$ cat src/rtl/twsPkg.sv
package twsPkg;

  localparam int BYTE_W = 8;
  localparam int CNT_W  = $clog2(BYTE_W + 1);

  typedef logic [CNT_W-1:0] bitCnt_t;

  localparam bitCnt_t CNT_FULL = bitCnt_t'(BYTE_W);
  localparam bitCnt_t CNT_LAST = bitCnt_t'(BYTE_W - 1);

  typedef enum logic [3:0] {
    S_IDLE,
    S_ADDR,
    S_ADDR_ACK,
    S_WORD,
    S_WORD_ACK,
    S_WDATA,
    S_DATA_ACK,
    S_TX,
    S_MACK,
    S_MACK_OK,
    S_WAIT
  } twsState_e;

  typedef struct packed {
    logic clrCnt;
    logic shiftIn;
    logic shiftOut;
    logic loadRd;
    logic loadPtr;
    logic incWr;
    logic incRd;
  } twsStrobe_t;

endpackage

$ cat src/rtl/twsLineSync.sv
module twsLineSync #(
  parameter int STAGES = 2
) (
  input  logic clk,
  input  logic rstN,
  input  logic sclIn,
  input  logic sdaIn,
  output logic sclLvl,
  output logic sdaLvl,
  output logic sclRise,
  output logic sclFall,
  output logic startDet,
  output logic stopDet
);

  logic [STAGES-1:0] sclPipe;
  logic [STAGES-1:0] sdaPipe;
  logic sclPrev;
  logic sdaPrev;

  // idle bus is high, so reset to ones to avoid phantom events
  always_ff @(posedge clk or negedge rstN) begin
    if (!rstN) begin
      sclPipe <= '1;
      sdaPipe <= '1;
      sclPrev <= 1'b1;
      sdaPrev <= 1'b1;
    end else begin
      sclPipe <= {sclPipe[STAGES-2:0], sclIn};
      sdaPipe <= {sdaPipe[STAGES-2:0], sdaIn};
      sclPrev <= sclPipe[STAGES-1];
      sdaPrev <= sdaPipe[STAGES-1];
    end
  end

  assign sclLvl   = sclPipe[STAGES-1];
  assign sdaLvl   = sdaPipe[STAGES-1];
  assign sclRise  = sclLvl & ~sclPrev;
  assign sclFall  = ~sclLvl & sclPrev;
  assign startDet = sclLvl & sclPrev & sdaPrev & ~sdaLvl;
  assign stopDet  = sclLvl & sclPrev & ~sdaPrev & sdaLvl;

endmodule

$ cat src/rtl/twsDatapath.sv
module twsDatapath
  import twsPkg::*;
#(
  parameter int ADDR_W    = 8,
  parameter int PAGE_BITS = 4
) (
  input  logic              clk,
  input  logic              rstN,
  input  twsStrobe_t        stb,
  input  logic              sdaBit,
  input  logic [BYTE_W-1:0] rdData,
  output logic [BYTE_W-1:0] shiftReg,
  output bitCnt_t           bitCnt,
  output logic [ADDR_W-1:0] ptr
);

  localparam logic [ADDR_W-1:0] PTR_ONE = ADDR_W'(1);

  logic [ADDR_W-1:0] ptrWrNext;
  logic [ADDR_W-1:0] ptrRdNext;

  assign ptrRdNext = ptr + PTR_ONE;

  generate
    if (PAGE_BITS >= ADDR_W) begin : gFullWrap
      assign ptrWrNext = ptr + PTR_ONE;
    end else begin : gPageWrap
      localparam logic [PAGE_BITS-1:0] PG_ONE = PAGE_BITS'(1);
      logic [PAGE_BITS-1:0] pageLow;
      assign pageLow   = ptr[PAGE_BITS-1:0] + PG_ONE;
      assign ptrWrNext = {ptr[ADDR_W-1:PAGE_BITS], pageLow};


      page_hold_chk: assert property (@(posedge clk) disable iff (!rstN)
        stb.incWr |=> ptr[ADDR_W-1:PAGE_BITS] == $past(ptr[ADDR_W-1:PAGE_BITS]));
    end
  endgenerate

  always_ff @(posedge clk or negedge rstN) begin
    if (!rstN) begin
      shiftReg <= '0;
      bitCnt   <= '0;
    end else begin
      if (stb.loadRd)        shiftReg <= rdData;
      else if (stb.shiftIn)  shiftReg <= {shiftReg[BYTE_W-2:0], sdaBit};
      else if (stb.shiftOut) shiftReg <= {shiftReg[BYTE_W-2:0], 1'b1};

      if (stb.clrCnt)                     bitCnt <= '0;
      else if (stb.shiftIn | stb.shiftOut) bitCnt <= bitCnt + bitCnt_t'(1);
    end
  end

  always_ff @(posedge clk or negedge rstN) begin
    if (!rstN) begin
      ptr <= '0;
    end else if (stb.loadPtr) begin
      ptr <= shiftReg[ADDR_W-1:0];
    end else if (stb.incWr) begin
      ptr <= ptrWrNext;
    end else if (stb.incRd) begin
      ptr <= ptrRdNext;
    end
  end


  ptr_strobe_chk: assert property (@(posedge clk) disable iff (!rstN)
    $onehot0({stb.loadPtr, stb.incWr, stb.incRd}));


  cnt_limit_chk: assert property (@(posedge clk) disable iff (!rstN)
    bitCnt <= CNT_FULL);

endmodule

$ cat src/rtl/twsCtrl.sv
module twsCtrl
  import twsPkg::*;
#(
  parameter logic [3:0] MEM_CODE  = 4'b1010,
  parameter logic [3:0] PROT_CODE = 4'b0110
) (
  input  logic              clk,
  input  logic              rstN,
  input  logic              sclLvl,
  input  logic              sdaLvl,
  input  logic              sclRise,
  input  logic              sclFall,
  input  logic              startDet,
  input  logic              stopDet,
  input  logic [BYTE_W-1:0] shiftReg,
  input  bitCnt_t           bitCnt,
  input  logic [2:0]        devPins,
  input  logic              progBusy,
  output twsStrobe_t        stb,
  output logic              sdaOe,
  output logic              wrReq,
  output logic              progStart,
  output logic              spaceSel
);

  twsState_e state;
  twsState_e nxtState;
  logic isRead;
  logic wrPending;
  logic byteFull;
  logic typeOk;
  logic addrOk;
  logic addrTake;

  assign byteFull = (bitCnt == CNT_FULL);
  assign typeOk   = (shiftReg[7:4] == MEM_CODE) || (shiftReg[7:4] == PROT_CODE);
  assign addrOk   = typeOk && (shiftReg[3:1] == devPins) && !progBusy;

  always_comb begin
    stb      = '0;
    nxtState = state;
    addrTake = 1'b0;
    unique case (state)
      S_ADDR: begin
        if (sclRise && !byteFull) stb.shiftIn = 1'b1;
        if (sclFall && byteFull) begin
          stb.clrCnt = 1'b1;
          addrTake   = addrOk;
          nxtState   = addrOk ? S_ADDR_ACK : S_WAIT;
        end
      end
      S_ADDR_ACK: begin
        if (sclFall) begin
          if (isRead) begin
            stb.loadRd = 1'b1;
            stb.incRd  = 1'b1;
            stb.clrCnt = 1'b1;
            nxtState   = S_TX;
          end else begin
            nxtState = S_WORD;
          end
        end
      end
      S_WORD: begin
        if (sclRise && !byteFull) stb.shiftIn = 1'b1;
        if (sclFall && byteFull) begin
          stb.loadPtr = 1'b1;
          stb.clrCnt  = 1'b1;
          nxtState    = S_WORD_ACK;
        end
      end
      S_WORD_ACK, S_DATA_ACK: begin
        if (sclFall) nxtState = S_WDATA;
      end
      S_WDATA: begin
        if (sclRise && !byteFull) stb.shiftIn = 1'b1;
        if (sclFall && byteFull) begin
          stb.incWr  = 1'b1;
          stb.clrCnt = 1'b1;
          nxtState   = S_DATA_ACK;
        end
      end
      S_TX: begin
        if (sclFall) begin
          if (bitCnt == CNT_LAST) begin
            stb.clrCnt = 1'b1;
            nxtState   = S_MACK;
          end else begin
            stb.shiftOut = 1'b1;
          end
        end
      end
      S_MACK: begin
        if (sclRise) nxtState = sdaLvl ? S_WAIT : S_MACK_OK;
      end
      S_MACK_OK: begin
        if (sclFall) begin
          stb.loadRd = 1'b1;
          stb.incRd  = 1'b1;
          stb.clrCnt = 1'b1;
          nxtState   = S_TX;
        end
      end
      default: ;
    endcase

    if (startDet) begin
      stb        = '0;
      stb.clrCnt = 1'b1;
      addrTake   = 1'b0;
      nxtState   = S_ADDR;
    end else if (stopDet) begin
      stb      = '0;
      addrTake = 1'b0;
      nxtState = S_IDLE;
    end
  end

  always_ff @(posedge clk or negedge rstN) begin
    if (!rstN) begin
      state     <= S_IDLE;
      isRead    <= 1'b0;
      spaceSel  <= 1'b0;
      wrPending <= 1'b0;
      progStart <= 1'b0;
    end else begin
      state     <= nxtState;
      progStart <= stopDet & wrPending;
      if (stopDet)        wrPending <= 1'b0;
      else if (stb.incWr) wrPending <= 1'b1;
      if (addrTake) begin
        isRead   <= shiftReg[0];
        spaceSel <= (shiftReg[7:4] == PROT_CODE);
      end
    end
  end

  assign wrReq = stb.incWr;

  always_comb begin
    unique case (state)
      S_ADDR_ACK, S_WORD_ACK, S_DATA_ACK: sdaOe = 1'b1;
      S_TX:                               sdaOe = ~shiftReg[BYTE_W-1];
      default:                            sdaOe = 1'b0;
    endcase
  end


  sda_hold_high_chk: assert property (@(posedge clk) disable iff (!rstN)
    (sclLvl && !startDet && !stopDet) |=> $stable(sdaOe));


  start_abort_chk: assert property (@(posedge clk) disable iff (!rstN)
    startDet |=> (state == S_ADDR) && !wrReq);


  wait_quiet_chk: assert property (@(posedge clk) disable iff (!rstN)
    (state == S_WAIT) |-> !sdaOe);


  prog_pulse_chk: assert property (@(posedge clk) disable iff (!rstN)
    progStart |=> !progStart);


  busy_nack_chk: assert property (@(posedge clk) disable iff (!rstN)
    (state == S_ADDR && sclFall && byteFull && progBusy && !startDet && !stopDet)
      |=> state == S_WAIT);

endmodule

$ cat src/rtl/twoWireSlave.sv
module twoWireSlave
  import twsPkg::*;
#(
  parameter int         ADDR_W      = 8,
  parameter int         PAGE_BITS   = 4,
  parameter int         SYNC_STAGES = 2,
  parameter logic [3:0] MEM_CODE    = 4'b1010,
  parameter logic [3:0] PROT_CODE   = 4'b0110
) (
  input  logic              clk,
  input  logic              rstN,
  input  logic              sclIn,
  input  logic              sdaIn,
  input  logic [2:0]        devPins,
  output logic              sdaOe,
  output logic              spaceSel,
  output logic              wrReq,
  output logic [ADDR_W-1:0] wrAddr,
  output logic [BYTE_W-1:0] wrData,
  output logic [ADDR_W-1:0] rdAddr,
  input  logic [BYTE_W-1:0] rdData,
  input  logic              progBusy,
  output logic              progStart
);

  logic sclLvl, sdaLvl, sclRise, sclFall, startDet, stopDet;
  twsStrobe_t stb;
  logic [BYTE_W-1:0] shiftReg;
  bitCnt_t bitCnt;
  logic [ADDR_W-1:0] ptr;

  twsLineSync #(.STAGES(SYNC_STAGES)) i_sync (
    .clk(clk), .rstN(rstN), .sclIn(sclIn), .sdaIn(sdaIn),
    .sclLvl(sclLvl), .sdaLvl(sdaLvl), .sclRise(sclRise), .sclFall(sclFall),
    .startDet(startDet), .stopDet(stopDet)
  );

  twsCtrl #(.MEM_CODE(MEM_CODE), .PROT_CODE(PROT_CODE)) i_ctrl (
    .clk(clk), .rstN(rstN), .sclLvl(sclLvl), .sdaLvl(sdaLvl),
    .sclRise(sclRise), .sclFall(sclFall), .startDet(startDet), .stopDet(stopDet),
    .shiftReg(shiftReg), .bitCnt(bitCnt), .devPins(devPins), .progBusy(progBusy),
    .stb(stb), .sdaOe(sdaOe), .wrReq(wrReq), .progStart(progStart),
    .spaceSel(spaceSel)
  );

  twsDatapath #(.ADDR_W(ADDR_W), .PAGE_BITS(PAGE_BITS)) i_dp (
    .clk(clk), .rstN(rstN), .stb(stb), .sdaBit(sdaLvl), .rdData(rdData),
    .shiftReg(shiftReg), .bitCnt(bitCnt), .ptr(ptr)
  );

  assign wrAddr = ptr;
  assign wrData = shiftReg;
  assign rdAddr = ptr;

endmodule

$ cat config.mk
export PLATFORM = sky130hd
export DESIGN_NAME = twoWireSlave
export DESIGN_NICKNAME = d
export VERILOG_FILES = /design/src/rtl/twsPkg.sv /design/src/rtl/twsLineSync.sv /design/src/rtl/twsDatapath.sv /design/src/rtl/twsCtrl.sv /design/src/rtl/twoWireSlave.sv
export SDC_FILE = /design/constraint.sdc
export NUM_CORES = 1
export LEC_CHECK = 0
export CELL_PAD_IN_SITES_DETAIL_PLACEMENT = 0
export CELL_PAD_IN_SITES_GLOBAL_PLACEMENT = 1
export CORE_ASPECT_RATIO = 0.75
export CORE_UTILIZATION = 38
export CTS_CLUSTER_SIZE = 10
export DETAILED_ROUTE_END_ITERATION = 8
export GPL_TIMING_DRIVEN = 0
export PLACE_DENSITY_LB_ADDON = 0.1
export REMOVE_ABC_BUFFERS = 1
export SYNTH_ARGS = -nofsm -noshare
export SYNTH_HDL_FRONTEND = slang
export SYNTH_HIERARCHICAL = 1
export SYNTH_SLANG_ARGS = --single-unit
$ cat constraint.sdc
create_clock -name clk -period 2.9 [get_ports clk]
set_input_delay 0.58 -clock clk [delete_from_list [all_inputs] [get_ports clk]]
set_output_delay 0.58 -clock clk [all_outputs]
set_load 0.005 [all_outputs]
=== Yosys cells after proc, flatten, opt, wreduce, memory -nomap -nowiden ===
Cells that the tools add are included.

* Flip-flop bits (word level): 34
* Word-level logic and storage cells: 119
* Input bits: 16

* Add/sub/neg operators: 3
* Reductions and logical operators: 18
* Multiplexer cells: 47
* Bitwise logic cells: 14
* Equality and inequality tests: 24

{| class="wikitable"
|+ Operator list
! operator !! number
|-
| 4-bit 2-to-1 mux || 14
|-
| 8-bit 2-to-1 mux || 6
|-
| 4-bit by 1-bit inequality test with 1-bit output, second input constant || 9
|-
| 4-bit case mux with 8 select lines || 1
|-
| 4-bit by 3-bit equality test with 1-bit output, second input constant || 6
|-
| 1-bit 2-to-1 mux || 19
|-
| 4-bit equality test, second input constant || 4
|-
| 7-bit 2-to-1 mux || 2
|-
| 10-bit AND reduction || 1
|-
| 10-bit nonzero test || 1
|-
| 4-bit by 1-bit adder with 4-bit output, second input constant || 2
|-
| 8-bit by 1-bit adder with 8-bit output, second input constant || 1
|-
| 1-bit bitwise AND || 8
|-
| 4-bit by 2-bit equality test with 1-bit output, second input constant || 2
|-
| 2-bit nonzero test || 3
|-
| 3-bit nonzero test || 2
|-
| 3-bit OR reduction || 2
|-
| 1-bit NOT || 5
|-
| 4-bit by 1-bit equality test with 1-bit output, second input constant || 1
|-
| 1-bit logical AND || 4
|-
| 1-bit case mux with 2 select lines || 2
|-
| 1-bit case mux with 4 select lines || 1
|-
| 3-bit equality test || 1
|-
| 3-bit 2-to-1 mux || 1
|-
| 7 further kinds || 8
|}

=== Logic depth before layout (Yosys ltp) ===
* Word-level depth: 10
* Depth in mapped cells: 9
* Gate-level depth less buffers: 8

=== Cells and area by module ===
The synthesis kept the hierarchy.

{| class="wikitable"
|+ By module, submodules not included
! module !! area an instance (µm²) !! cells an instance !! times used !! seq. area each (µm²)
|-
| twsDatapath || 999.7 || 103 || 1 || 500.5
|-
| twsCtrl || 799.5 || 100 || 1 || 200.2
|-
| twsLineSync || 190.2 || 10 || 1 || 157.7
|-
| twoWireSlave || 60.1 || 8 || 1 || 0.0
|}

=== Worst setup path after synthesis ===
No wires, ideal clock.

* Path kind: register -> register
* From: register i_sync.sdaPipe[1]
* To: register i_dp.ptr[3]
* Buffers on the path: 1
* Stages on the path, launching flop included: 10
* Arrival: 2.294 ns
* Slack: 0.524 ns
* Cell sequence: dfstp_2 -> and4b_1 -> inv_1 -> nand2_1 -> nor4b_1 -> and3_1 -> buf_4 -> nor2_1 -> or3_2 -> a31oi_1

* Word-level cells in the longest chain between the ends: 5
* Elaborated cells on any way between the ends: 8
* Those cells by class: 4 x mux; 3 x bitwise; 1 x reduce/logical

{| class="wikitable"
|+ Ends and longest elaborated chain
! item !! RTL line !! text
|-
| start: declaration || twsLineSync.sv:17 || <nowiki>logic [STAGES-1:0] sdaPipe;</nowiki>
|-
| start signal: assignment || twsLineSync.sv:30 || <nowiki>sdaPipe <= {sdaPipe[STAGES-2:0], sdaIn};</nowiki>
|-
| 1-bit NOT (*) || twsLineSync.sv:40 || <nowiki>assign startDet = sclLvl & sclPrev & sdaPrev & ~sdaLvl;</nowiki>
|-
| 1-bit bitwise AND (*) || twsLineSync.sv:40 ||
|-
| net startDet || twoWireSlave.sv:26 || <nowiki>logic sclLvl, sdaLvl, sclRise, sclFall, startDet, stopDet;</nowiki>
|-
| 7-bit 2-to-1 mux (*) || twsCtrl.sv:107 || <nowiki>if (startDet) begin</nowiki>
|-
| net wrReq || twoWireSlave.sv:17 || <nowiki>output logic wrReq,</nowiki>
|-
| 8-bit 2-to-1 mux || twsDatapath.sv:58 || <nowiki>end else if (stb.incWr) begin</nowiki>
|-
| 8-bit 2-to-1 mux || twsDatapath.sv:56 || <nowiki>end else if (stb.loadPtr) begin</nowiki>
|-
| end signal: assignment || twsDatapath.sv:57 || <nowiki>ptr <= shiftReg[ADDR_W-1:0];</nowiki>
|-
| end signal: assignment || twsDatapath.sv:59 || <nowiki>ptr <= ptrWrNext;</nowiki>
|-
| end signal: assignment || twsDatapath.sv:61 || <nowiki>ptr <= ptrRdNext;</nowiki>
|-
| end: declaration || twsDatapath.sv:14 || <nowiki>output logic [ADDR_W-1:0] ptr</nowiki>
|}

The timed path passes the listed nets; every way through them passes the cells marked *. The select of a mux whose other input is x is not followed.
A chain may end at the register's enable or synchronous reset.

=== Worst setup path after layout ===
* From: register i_sync.sdaPipe[1]
* To: output port wrReq

* Word-level cells in the longest chain between the ends: 3
* Elaborated cells on any way between the ends: 5
* Those cells by class: 2 x mux; 3 x bitwise

{| class="wikitable"
|+ Ends and longest elaborated chain
! item !! RTL line
|-
| 1-bit NOT || twsLineSync.sv:40
|-
| 1-bit bitwise AND || twsLineSync.sv:40
|-
| net startDet || twoWireSlave.sv:26
|-
| 7-bit 2-to-1 mux || twsCtrl.sv:107
|-
| end: declaration || twoWireSlave.sv:17
|}

The timed path passes the listed nets, and every way through them passes these cells.

==> results.cfg <==
[status]
status = finished, final reports clean

[global_routing]
grt_max_degree = 35
grt_pass1_wl_microns = 8687
antenna_found_initial = 0
overflow = 0
grt_pass1_vias = 1611
grt_use_total_pct = 20.44

[synthesis]
ys_types = 49
synth-simple-area-share_pct = 25.27
synth_compound_area_share_pct = 14.41
synth.mux.area_fraction_pct = 7.082
async_reset_ff_share_pct = 100.0
synth_edf_count = 0
syn-cell-area_sq_um = 2049
synth_top_family_by_area = simple AND/OR/NAND/NOR gates
synth_xor_area_share_pct = 3.419
syn_inst = 221
synth.ff_latch_count = 34
ys.flop_type = dfrtp_1
yosysWarnings = 6
synthAdderAreaFrac_pct = 1.221
synth_area_per_cell_sq_um = 9.274
seq_area_frac_synth_pct = 41.88

[clock_tree]
h-tree-depth = 2
clk-insertion-delay-late_ns = 0.29
cts_inserted_buffers = 5
clockBufferDepth = 2
clkTransAtPathRegs_ns = 0.08
cts_root_buffer = clkbuf_8
cts_tree = yes
clock-sinks = 34
hold_buffers = 0

[drt]
routed_wl_microns = 5238
first_pass_iters = 4
antenna_left = 0
route.vias.total = 1770
drc = 0
wire_per_inst_microns = 15.50
first_iter_violations = 110
avgViaCountPerCell = 5.237

[setup_path]
r2r-end = i_dp/shiftReg[3]
cp.required_ns = 2.32
r2r_start = i_sync/sclPipe[1]
crit_type = reg2out
critPathLaunchType = flop
crit_path_end_kind = primary output
arrival_ns = 2.26
reg2regPathDepth = 8
crit_fanout = 6
r2r_setup_slack_ns = 0.30

[placement]
hpwl_microns = 3582
placed_cells = 317
gp_congestion = 0.7614
post-place-ws_ns = -0.2402
io_buffers = 43

[power_and_ir_drop]
ir_drop_mv = 0.2397
leakagePower_nw = 1.115
pwr_density_cell_nw_per_um2 = 657.0

[timing]
skew_ns = 0.009582
drv_slew = 0
slew_headroom_pct = 30.64
tightestPinTransition_ns = 1.037
final-setup-viol-count = 0
hold_viol_final = 0
period_needed_ns = 2.838
fmax_mhz = 352.4
timing.final.crit_share_pct = 97.85
layout_setup_ws_ns = 0.06247

[finish]
fill_cells = 491
fin_nets = 283
final_cells = 338
area_delta_synth_final_pct = 29.91
diodes = 0
drive_above_1_share_pct = 15.79
fin_util_pct = 52.86

[floorplan]
chipWidth_microns = 86.80
die_y_microns = 65.60
ioPinCount = 44
dieArea_sq_um = 5694
rows = 22
start_util_pct = 40.69
core_sq_um = 5037

[flow_run]
maxCapViolCount = 0

[min_path]
hp-class = in2async
[logic make-up (layout without fill, tap and decap cells)]
kind of cell / Yosys count / after routing
adder cells (fa/ha/maj): 2 / 2
AND/OR/NAND/NOR: 91 / 91
XOR/XNOR: 8 / 8
flip-flops: 34 / 34
AO/OA/AOI/OAI: 47 / 47
multiplexers: 14 / 14
buffers and inverters: 25 / 70
[stage by stage]
stage | instance area [sq um] | setup TNS (ns) | hold slack (ns) | power (mW)
2_1_floorplan | 1934 | 0 | 0.2844 | 1.083
3_3_place_gp | 2455 | -0.3109 | 0.3461 | 1.390
3_5_place_dp | 2450 | -0.2402 | 0.3479 | 1.395
4_1_cts | 2590 | 0 | 0.3583 | 1.759
5_1_grt | 2663 | -0.009190 | 0.3601 | 1.880
6_report | 2663 | 0 | 0.3567 | 1.749
[synth_stat cells, types with 5 or more instances]
library cell,instances,area (sq um)
nor2b_1,6,37.54
o21ai_0,20,100.1
nor2_1,20,75.07
nand2b_1,5,31.28
nor3_1,5,25.02
mux2i_1,10,100.1
and3_1,5,31.28
a21oi_1,8,40.04
nand3_1,5,25.02
clkbuf_1,6,22.52
buf_4,11,82.58
dfstp_2,6,157.7
a31oi_1,5,31.28
dfrtp_1,28,700.7
nand2_1,19,71.32
xor2_1,7,61.31
[routing by layer]
layer / GRT usage (%) / vias to the layer above / part of all wire (%)
met2: 29.13 / 41 / 42
li1: - / 876 / -
met3: 4.146 / 5 / 3.8
met4: 5.625 / 0 / 0.84
met5: 0 / - / 0
met1: 30.85 / 848 / 53
[worst max path at each step]
stage / end / from / depth (start not counted)
floorplan: i_dp/ptr[3] / i_sync/sdaPipe[1] / 8
global route: wrReq / i_sync/sdaPrev / 6
detailed placement: wrReq / i_sync/sdaPipe[1] / 6
CTS: wrReq / i_sync/sdaPrev / 6
finish: wrReq / i_sync/sdaPipe[1] / 6
global placement: wrReq / i_sync/sdaPipe[1] / 6
[registers in the layout, summed over array words and instances, names as in the netlist]
register,count
i_ctrl/isRead,1
i_ctrl/progStart,1
i_ctrl/spaceSel,1
i_ctrl/state,4
i_ctrl/wrPending,1
i_dp/bitCnt,4
i_dp/ptr,8
i_dp/shiftReg,8
i_sync/sclPipe,2
i_sync/sclPrev,1
i_sync/sdaPipe,2
i_sync/sdaPrev,1
[final cells by class]
class / instances / area (sq um) / area share (%)
Tap cell: 72 / 90.09 / 3.383
Inverter: 6 / 22.52 / 0.8459
Sequential cell: 34 / 858.3 / 32.24
Clock inverter: 2 / 10.01 / 0.3759
Timing Repair Buffer: 56 / 523.0 / 19.64
Clock buffer: 6 / 72.57 / 2.726
Multi-Input combinational cell: 162 / 1086 / 40.79
[power by group]
group | switching [mW] | total (mW) | leakage (nW) | internal, mW
Combinational | 0.243 | 0.588 | 0.653 | 0.345
Sequential | 0.240 | 0.812 | 0.417 | 0.572
Clock | 0.182 | 0.349 | 0.0450 | 0.167
[worst max-delay path, stage by stage, from the launching register on]
cell and delay, ns:
dfstp_2 0.55, and4b_1 0.21, inv_2 0.09, nand2_4 0.09, nor4b_4 0.28, and3_4 0.25
clkdlybuf4s50_1 0.49
[cells in the final DEF (no fill, tap or decap), drive strengths merged, types with 2 or more instances in the layout]
cell,Yosys,final
and3,5,5
nor4b,2,2
mux2i,10,10
nand2,19,19
nand4,4,4
nor4,2,2
o31ai,4,4
nand4b,3,3
o21ai,21,21
nor2b,6,6
a31oi,5,5
buf,13,14
mux2,4,4
or4,2,2
nand2b,6,6
clkinv,2,3
xor2,7,7
nor3,5,5
clkdlybuf4s50,0,42
and4b,3,3
a21oi,8,8
or2,2,2
a2bb2oi,2,2
clkbuf,6,6
nand3,6,6
inv,4,5
dfrtp,28,28
nor2,20,20
ha,2,2
dfstp,6,6
or3,3,3
[what timing repair did]
action                                 CTS  global route
resized for setup                        8             4
pin swaps                                2             4
endpoints found under the hold margin    0             0
setup endpoints to repair                2             5
setup buffers                            4             9
(Power assumes the default switching activity.)
